<file path="config.mk">
export PLATFORM = sky130hd
export DESIGN_NAME = seg_static_drv
export DESIGN_NICKNAME = d
export VERILOG_FILES = /design/src/rtl/seg_drv_pkg.sv /design/src/rtl/seg_rst_sync.sv /design/src/rtl/seg_phase_gen.sv /design/src/rtl/seg_digit_dec.sv /design/src/rtl/seg_static_drv.sv
export SDC_FILE = /design/constraint.sdc
export NUM_CORES = 1
export LEC_CHECK = 0
export CAP_MARGIN = 20
export CORE_AREA = 4 4 70 72
export CTS_CLUSTER_DIAMETER = 200
export DETAILED_ROUTE_END_ITERATION = 6
export DIE_AREA = 0 0 74 76
export PLACE_DENSITY = 0.79
export SETUP_SLACK_MARGIN = 0.15
export SLEW_MARGIN = 20
export SYNTH_ARGS = -nofsm -noshare
export SYNTH_HDL_FRONTEND = slang
export SYNTH_SLANG_ARGS = --single-unit
</file>
<file path="constraint.sdc">
create_clock -name clk -period 2.81 [get_ports clk]
set_clock_uncertainty 0.15 [all_clocks]
set_input_delay 0.562 -clock clk [delete_from_list [all_inputs] [get_ports clk]]
set_output_delay 0.562 -clock clk [all_outputs]
set_load 0.01 [all_outputs]
</file>
<file path="src/rtl/seg_drv_pkg.sv">
package seg_drv_pkg;
  localparam int SEG_N = 7;

  // segment bit 0 = a ... bit 6 = g, 1 = lit
  function automatic logic [SEG_N-1:0] bcd_to_seg(input logic [3:0] code);
    logic [SEG_N-1:0] s;
    case (code)
      4'd0: s = 7'h3F;
      4'd1: s = 7'h06;
      4'd2: s = 7'h5B;
      4'd3: s = 7'h4F;
      4'd4: s = 7'h66;
      4'd5: s = 7'h6D;
      4'd6: s = 7'h7D;
      4'd7: s = 7'h07;
      4'd8: s = 7'h7F;
      4'd9: s = 7'h6F;
      default: s = 7'h00;
    endcase
    return s;
  endfunction
endpackage

</file>
<file path="src/rtl/seg_rst_sync.sv">
module seg_rst_sync (
  input  logic clk,
  input  logic rst_n,
  output logic rst_s
);
  logic meta_q;

  always_ff @(posedge clk or negedge rst_n) begin
    if (!rst_n) begin
      meta_q <= 1'b0;
      rst_s  <= 1'b0;
    end else begin
      meta_q <= 1'b1;
      rst_s  <= meta_q;
    end
  end
endmodule

</file>
<file path="src/rtl/seg_phase_gen.sv">
module seg_phase_gen #(
  parameter int BP_HALF = 400
) (
  input  logic clk,
  input  logic rst_s,
  output logic bp_q,
  output logic tick
);
  localparam int CNT_W = (BP_HALF > 2) ? $clog2(BP_HALF) : 1;
  localparam logic [CNT_W-1:0] LAST = CNT_W'(BP_HALF - 1);

  logic [CNT_W-1:0] cnt_q, cnt_d;
  logic             bp_d;

  assign tick = (cnt_q == LAST);

  always_comb begin
    cnt_d = cnt_q + 1'b1;
    bp_d  = bp_q;
    if (tick) begin
      cnt_d = '0;
      bp_d  = ~bp_q;
    end
  end

  always_ff @(posedge clk or negedge rst_s) begin
    if (!rst_s) begin
      cnt_q <= '0;
      bp_q  <= 1'b0;
    end else begin
      cnt_q <= cnt_d;
      bp_q  <= bp_d;
    end
  end
endmodule

</file>
<file path="src/rtl/seg_digit_dec.sv">
module seg_digit_dec
  import seg_drv_pkg::*;
#(
  parameter int NUM_DIG = 3
) (
  input  logic [4*NUM_DIG-1:0]     bcd,
  input  logic                     blank,
  output logic [SEG_N*NUM_DIG-1:0] segs
);
  for (genvar i = 0; i < NUM_DIG; i++) begin : g_dig
    assign segs[SEG_N*i +: SEG_N] = blank ? '0 : bcd_to_seg(bcd[4*i +: 4]);
  end
endmodule

</file>
<file path="src/rtl/seg_static_drv.sv">
module seg_static_drv
  import seg_drv_pkg::*;
#(
  parameter int NUM_DIG = 3,
  parameter int BP_HALF = 400
) (
  input  logic                     clk,
  input  logic                     rst_n,
  input  logic                     lcd_mode,
  input  logic [4*NUM_DIG-1:0]     bcd_digits,
  input  logic                     lead_one,
  input  logic                     neg,
  input  logic                     ovr,
  output logic [SEG_N*NUM_DIG-1:0] seg_digits,
  output logic                     seg_lead,
  output logic                     seg_minus,
  output logic                     backplane
);
  localparam int DSEG = SEG_N * NUM_DIG;

  logic            rst_s;
  logic            bp_q;
  logic            tick;
  logic [DSEG-1:0] dec_segs;

  logic [DSEG-1:0] pat_dig_q, pat_dig_d;
  logic            lead_q, lead_d;
  logic            minus_q, minus_d;
  logic            mode_q, mode_d;

  seg_rst_sync u_rst (
    .clk   (clk),
    .rst_n (rst_n),
    .rst_s (rst_s)
  );

  seg_phase_gen #(.BP_HALF(BP_HALF)) u_phase (
    .clk   (clk),
    .rst_s (rst_s),
    .bp_q  (bp_q),
    .tick  (tick)
  );

  seg_digit_dec #(.NUM_DIG(NUM_DIG)) u_dec (
    .bcd   (bcd_digits),
    .blank (ovr),
    .segs  (dec_segs)
  );

  // capture only on backplane edges
  always_comb begin
    pat_dig_d = pat_dig_q;
    lead_d    = lead_q;
    minus_d   = minus_q;
    mode_d    = mode_q;
    if (tick) begin
      pat_dig_d = dec_segs;
      lead_d    = lead_one;
      minus_d   = neg;
      mode_d    = lcd_mode;
    end
  end

  always_ff @(posedge clk or negedge rst_s) begin
    if (!rst_s) begin
      pat_dig_q <= '0;
      lead_q    <= 1'b0;
      minus_q   <= 1'b0;
      mode_q    <= 1'b1;
    end else begin
      pat_dig_q <= pat_dig_d;
      lead_q    <= lead_d;
      minus_q   <= minus_d;
      mode_q    <= mode_d;
    end
  end

  // LCD: lit = antiphase to backplane; LED: lit = low
  assign seg_digits = mode_q ? (pat_dig_q ^ {DSEG{bp_q}}) : ~pat_dig_q;
  assign seg_lead   = mode_q ? (lead_q ^ bp_q)  : ~lead_q;
  assign seg_minus  = mode_q ? (minus_q ^ bp_q) : ~minus_q;
  assign backplane  = mode_q & bp_q;
endmodule

</file>
==> results_tabular.tex <==
\begin{tabular}{lr}
\hline
Metric & Value \\
\hline
\multicolumn{2}{l}{\textbf{Power and ir drop}} \\
Leakage power & around 1.5 nW \\
Largest voltage drop on the vdd net & 310 uV \\
P per Cell Area & 410 nW/um2 \\
\multicolumn{2}{l}{\textbf{Global routing}} \\
M3 GR Usage & approximately 4.4\% \\
Most crowded layer after global routing & met2 \\
Number of antenna violations at the first check in global routing & 0 \\
Met2 track demand over resource in global routing & 24.2\% \\
Maximum number of pins on one net before global-route repair & 35 \\
Via count of the first global-routing pass & around 1500 \\
Grt total ovfl & 0 \\
GRT Resource Usage Total & 15.7\% \\
First-pass GRT wire length & 6.87 mm \\
Met1 capacity usage during global routing & approximately 21\% \\
\multicolumn{2}{l}{\textbf{Timing}} \\
Unrepaired setup endpoints after global routing & false \\
Transition time of the tightest slew-check pin & 0.598 ns \\
Sum Neg Setup Slack & 0 ns \\
Count of final max-slew check failures & 0 \\
Post-route clock period utilization & 80.2\% \\
Peak Freq & between 400 and 500 MHz \\
Max-Slew Margin vs Limit & 60.1\% \\
Finish-stage setup viols & 0 \\
Final hold violation count & 0 \\
Time the final worst path needs with I/O delays and setup & $\sim$2.3 ns \\
\multicolumn{2}{l}{\textbf{Yosys}} \\
Nets in the synthesized netlist & roughly 240 \\
Leading area contributor after synthesis & sky130\_fd\_sc\_hd\_\_dfrtp\_1 \\
Number of different library cells in the post-synthesis netlist & 31 \\
Share of synthesized registers carrying an async set or reset & 100\% \\
Number of synthesized flops with an enable pin & 0 \\
Biggest area contributors in the synthesized netlist & sky130\_fd\_sc\_hd\_\_dfrtp\_1, sky130\_fd\_sc\_hd\_\_xnor2\_1, sky130\_fd\_sc\_hd\_\_ha\_1 \\
Total of flip-flops plus latches after synthesis & 36 \\
Fraction of the yosys area taken by sequential cells & around two fifths \\
Prevailing post-synth register cell & sky130\_fd\_sc\_hd\_\_dfrtp\_1 \\
Post-synth design cell area & approximately 2200 um2 \\
Mean cell area of the mapped netlist & 10.6 um2 \\
Cell count after synthesis & just over 200 \\
Portion of synthesized cell area occupied by the leading cell type & 39.8\% \\
Synth warn & 0 \\
\multicolumn{2}{l}{\textbf{Finish}} \\
Area Growth Syn to Fin & 28.9\% \\
Number of inserted diodes & 0 \\
Fin area & 2840 um2 \\
Fraction of layout cells with a size suffix above 1 & 11.6\% \\
Finished Core Util & between 60\% and 70\% \\
Nets@finish & 283 \\
Number of fill cells in the layout & roughly 350 \\
\multicolumn{2}{l}{\textbf{Status}} \\
Status & finished, final reports clean \\
\multicolumn{2}{l}{\textbf{Critical path}} \\
Startpoint type of the worst setup path & register \\
CP endpoint kind & primary output \\
Data required time of the critical path & 2.10 ns \\
Critical path fanouts, max & 11 \\
Critical setup path kind & register to primary output \\
Data arrival time of the worst path & approximately 1.5 ns \\
\multicolumn{2}{l}{\textbf{Die}} \\
Initial Utilization & approximately 51\% \\
Total die area & 5620 um2 \\
Die Wd & 74 um \\
Count of boundary I/O pins & 42 \\
Vertical die dimension & around 76 um \\
Core Region & 4290 um2 \\
\# rows & 24 \\
\multicolumn{2}{l}{\textbf{Detailed routing}} \\
Number of vias per cell after detailed routing & 5.27 \\
Drt initial violations & 72 \\
Routed length per instance & 14.3 um \\
Overall via count from detail\_route & 1592 \\
Routed wire length & between 4 and 5 mm \\
Final antenna-violating net count & 0 \\
Drt drc & 0 \\
First-pass iteration count of the detailed router & 4 \\
\multicolumn{2}{l}{\textbf{Clock tree}} \\
CTS Buf Count & 5 \\
Insertion delay to the later sink of the worst-skew pair & $\sim$0.28 ns \\
Number of clock sinks & 36 \\
H-tree lvl count & 2 \\
Root cell of the clock tree & sky130\_fd\_sc\_hd\_\_clkbuf\_8 \\
TritonCTS clock tree & yes \\
Clock Tree Buf Depth & 2 \\
Number of setup buffers added after CTS & 0 \\
Clock transition at the register clock pins on the worst setup and hold paths after CTS & 0.07 ns \\
\multicolumn{2}{l}{\textbf{Place}} \\
I/O Buffers & just over 40 \\
Placed cell area & 2640 um2 \\
Dpl hpwl & between 3 and 4 mm \\
GPL Wtd Cong & 0.864 \\
\multicolumn{2}{l}{\textbf{Min path}} \\
Hold WC Path Type & register to async pin \\
\multicolumn{2}{l}{\textbf{Job}} \\
MaxCap Viol Count & 0 \\
\hline
\end{tabular}
layout by cell type (no fill, tap or decap):
master                            instances
sky130_fd_sc_hd__buf_12                   1
sky130_fd_sc_hd__and3_1                   3
sky130_fd_sc_hd__nand3b_4                 1
sky130_fd_sc_hd__nand2b_1                 1
sky130_fd_sc_hd__and3_2                   1
sky130_fd_sc_hd__clkbuf_1                 1
sky130_fd_sc_hd__clkbuf_8                 7
sky130_fd_sc_hd__and4bb_4                 1
sky130_fd_sc_hd__a22o_1                  12
sky130_fd_sc_hd__dfrtp_1                 35
sky130_fd_sc_hd__conb_1                   1
sky130_fd_sc_hd__a31oi_1                  5
sky130_fd_sc_hd__xnor2_1                 31
sky130_fd_sc_hd__inv_1                   15
sky130_fd_sc_hd__dlygate4sd3_1            1
sky130_fd_sc_hd__dfstp_2                  1
sky130_fd_sc_hd__a22oi_1                  3
sky130_fd_sc_hd__a21o_1                   1
sky130_fd_sc_hd__ha_1                    16
sky130_fd_sc_hd__nor2_1                   7
sky130_fd_sc_hd__buf_4                    2
sky130_fd_sc_hd__nor3b_4                  1
sky130_fd_sc_hd__clkbuf_16                1
sky130_fd_sc_hd__mux2_2                   3
sky130_fd_sc_hd__a21oi_1                 12
sky130_fd_sc_hd__dlymetal6s2s_1          23
sky130_fd_sc_hd__mux2i_1                  3
sky130_fd_sc_hd__clkdlybuf4s50_1         18
sky130_fd_sc_hd__o31ai_2                  9
sky130_fd_sc_hd__nor2b_4                  1
sky130_fd_sc_hd__and2_1                   1
sky130_fd_sc_hd__xor2_1                   1
sky130_fd_sc_hd__nand2_1                 14
sky130_fd_sc_hd__o22ai_1                 12
sky130_fd_sc_hd__nand3_1                  3
sky130_fd_sc_hd__nand4b_1                 1
sky130_fd_sc_hd__nor3_1                   1
through the flow:
step	hold WS, ns	setup WS (ns)	power, mW	instances
4_1_cts	0.171	0.139	1.18	301
2_1_floorplan	0.116	0.882	0.671	207
3_3_place_gp	-0.0577	0.455	0.774	292
3_5_place_dp	-0.0554	0.464	0.777	292
6_report	0.148	0.556	1.16	302
5_1_grt	0.211	0.461	1.22	302
critical path: stages, from the launching register on:
cell,delay (ns)
sky130_fd_sc_hd__dfstp_2,0.54
sky130_fd_sc_hd__nor2b_4,0.20
sky130_fd_sc_hd__clkbuf_16,0.20
sky130_fd_sc_hd__xnor2_1,0.13
sky130_fd_sc_hd__dlymetal6s2s_1,0.19
cell usage after synthesis (3+ instances only):
cell,instances
sky130_fd_sc_hd__a21oi_1,12
sky130_fd_sc_hd__buf_2,8
sky130_fd_sc_hd__o31ai_2,9
sky130_fd_sc_hd__a31oi_1,5
sky130_fd_sc_hd__o22ai_1,12
sky130_fd_sc_hd__a22o_1,12
sky130_fd_sc_hd__mux2_2,3
sky130_fd_sc_hd__inv_1,15
sky130_fd_sc_hd__mux2i_1,3
sky130_fd_sc_hd__a22oi_1,3
sky130_fd_sc_hd__dfrtp_1,35
sky130_fd_sc_hd__nand2_1,14
sky130_fd_sc_hd__nor2_1,7
sky130_fd_sc_hd__xnor2_1,31
sky130_fd_sc_hd__nand3_1,3
sky130_fd_sc_hd__ha_1,16
sky130_fd_sc_hd__and3_1,3
sky130_fd_sc_hd__buf_6,3
final timing paths:
check                                             to  cells past startpoint                        from  slack (ns)
min                         pat_dig_q[8]$_DFFE_PN0N_                      1       u_rst.rst_s$_DFF_PN0_        0.15
max in group asynchronous  pat_dig_q[10]$_DFFE_PN0N_                      1       u_rst.rst_s$_DFF_PN0_        1.80
max                                   seg_digits[13]                      4          mode_q$_DFFE_PN1N_        0.56
max reg2reg                      minus_q$_DFFE_PN0N_                      4  u_phase.cnt_q[0]$_DFF_PN0_        0.88
min in group clk               u_rst.rst_s$_DFF_PN0_                      0      u_rst.meta_q$_DFF_PN0_        0.21
min reg2reg                 pat_dig_q[8]$_DFFE_PN0N_                      1       u_rst.rst_s$_DFF_PN0_        0.15
cell families after synthesis:
group | synth area share, %
compound gates | 18.8
buf+inv | 5.91
mux | 2.90
flops | 41.0
fa+ha+maj | 9.09
other cells | 0.170
simple gates | 9.43
xor+xnor | 12.7
report_power, final:
part	switching (mW)	leakage, nW	internal [mW]
clock network	0.176	0.0515	0.224
logic	0.109	0.960	0.117
registers	0.00798	0.472	0.530
metal layers:
layer  up-vias  part of all wire (%)
met1       740                    45
met4         0                   1.6
met5         -                     0
li1        803                     -
met3         6                   6.0
met2        43                    47
area by class of cell:
type / count / area [um2] / area share [%]
Clock buffer: 8 / 100 / 3.53
Inverter: 15 / 56.3 / 1.98
Multi-Input combinational cell: 145 / 1180 / 41.5
Timing Repair Buffer: 46 / 538 / 19.0
Tap cell: 52 / 65.1 / 2.29
Sequential cell: 36 / 902 / 31.8
timing repair:
action / in CTS / in global routing
resized for setup: 0 / 24
hold buffers: 1 / 0
cloned: 0 / 1
hold endpoints to repair: 5 / 0
setup endpoints to repair: 4 / 23
flip-flops by register name, summed over array words and instances, names as in the netlist:
signal         flops
u_rst.rst_s        1
minus_q            1
lead_q             1
u_phase.bp_q       1
u_rst.meta_q       1
u_phase.cnt_q      9
pat_dig_q         21
mode_q             1
(Power assumes the default switching activity.)
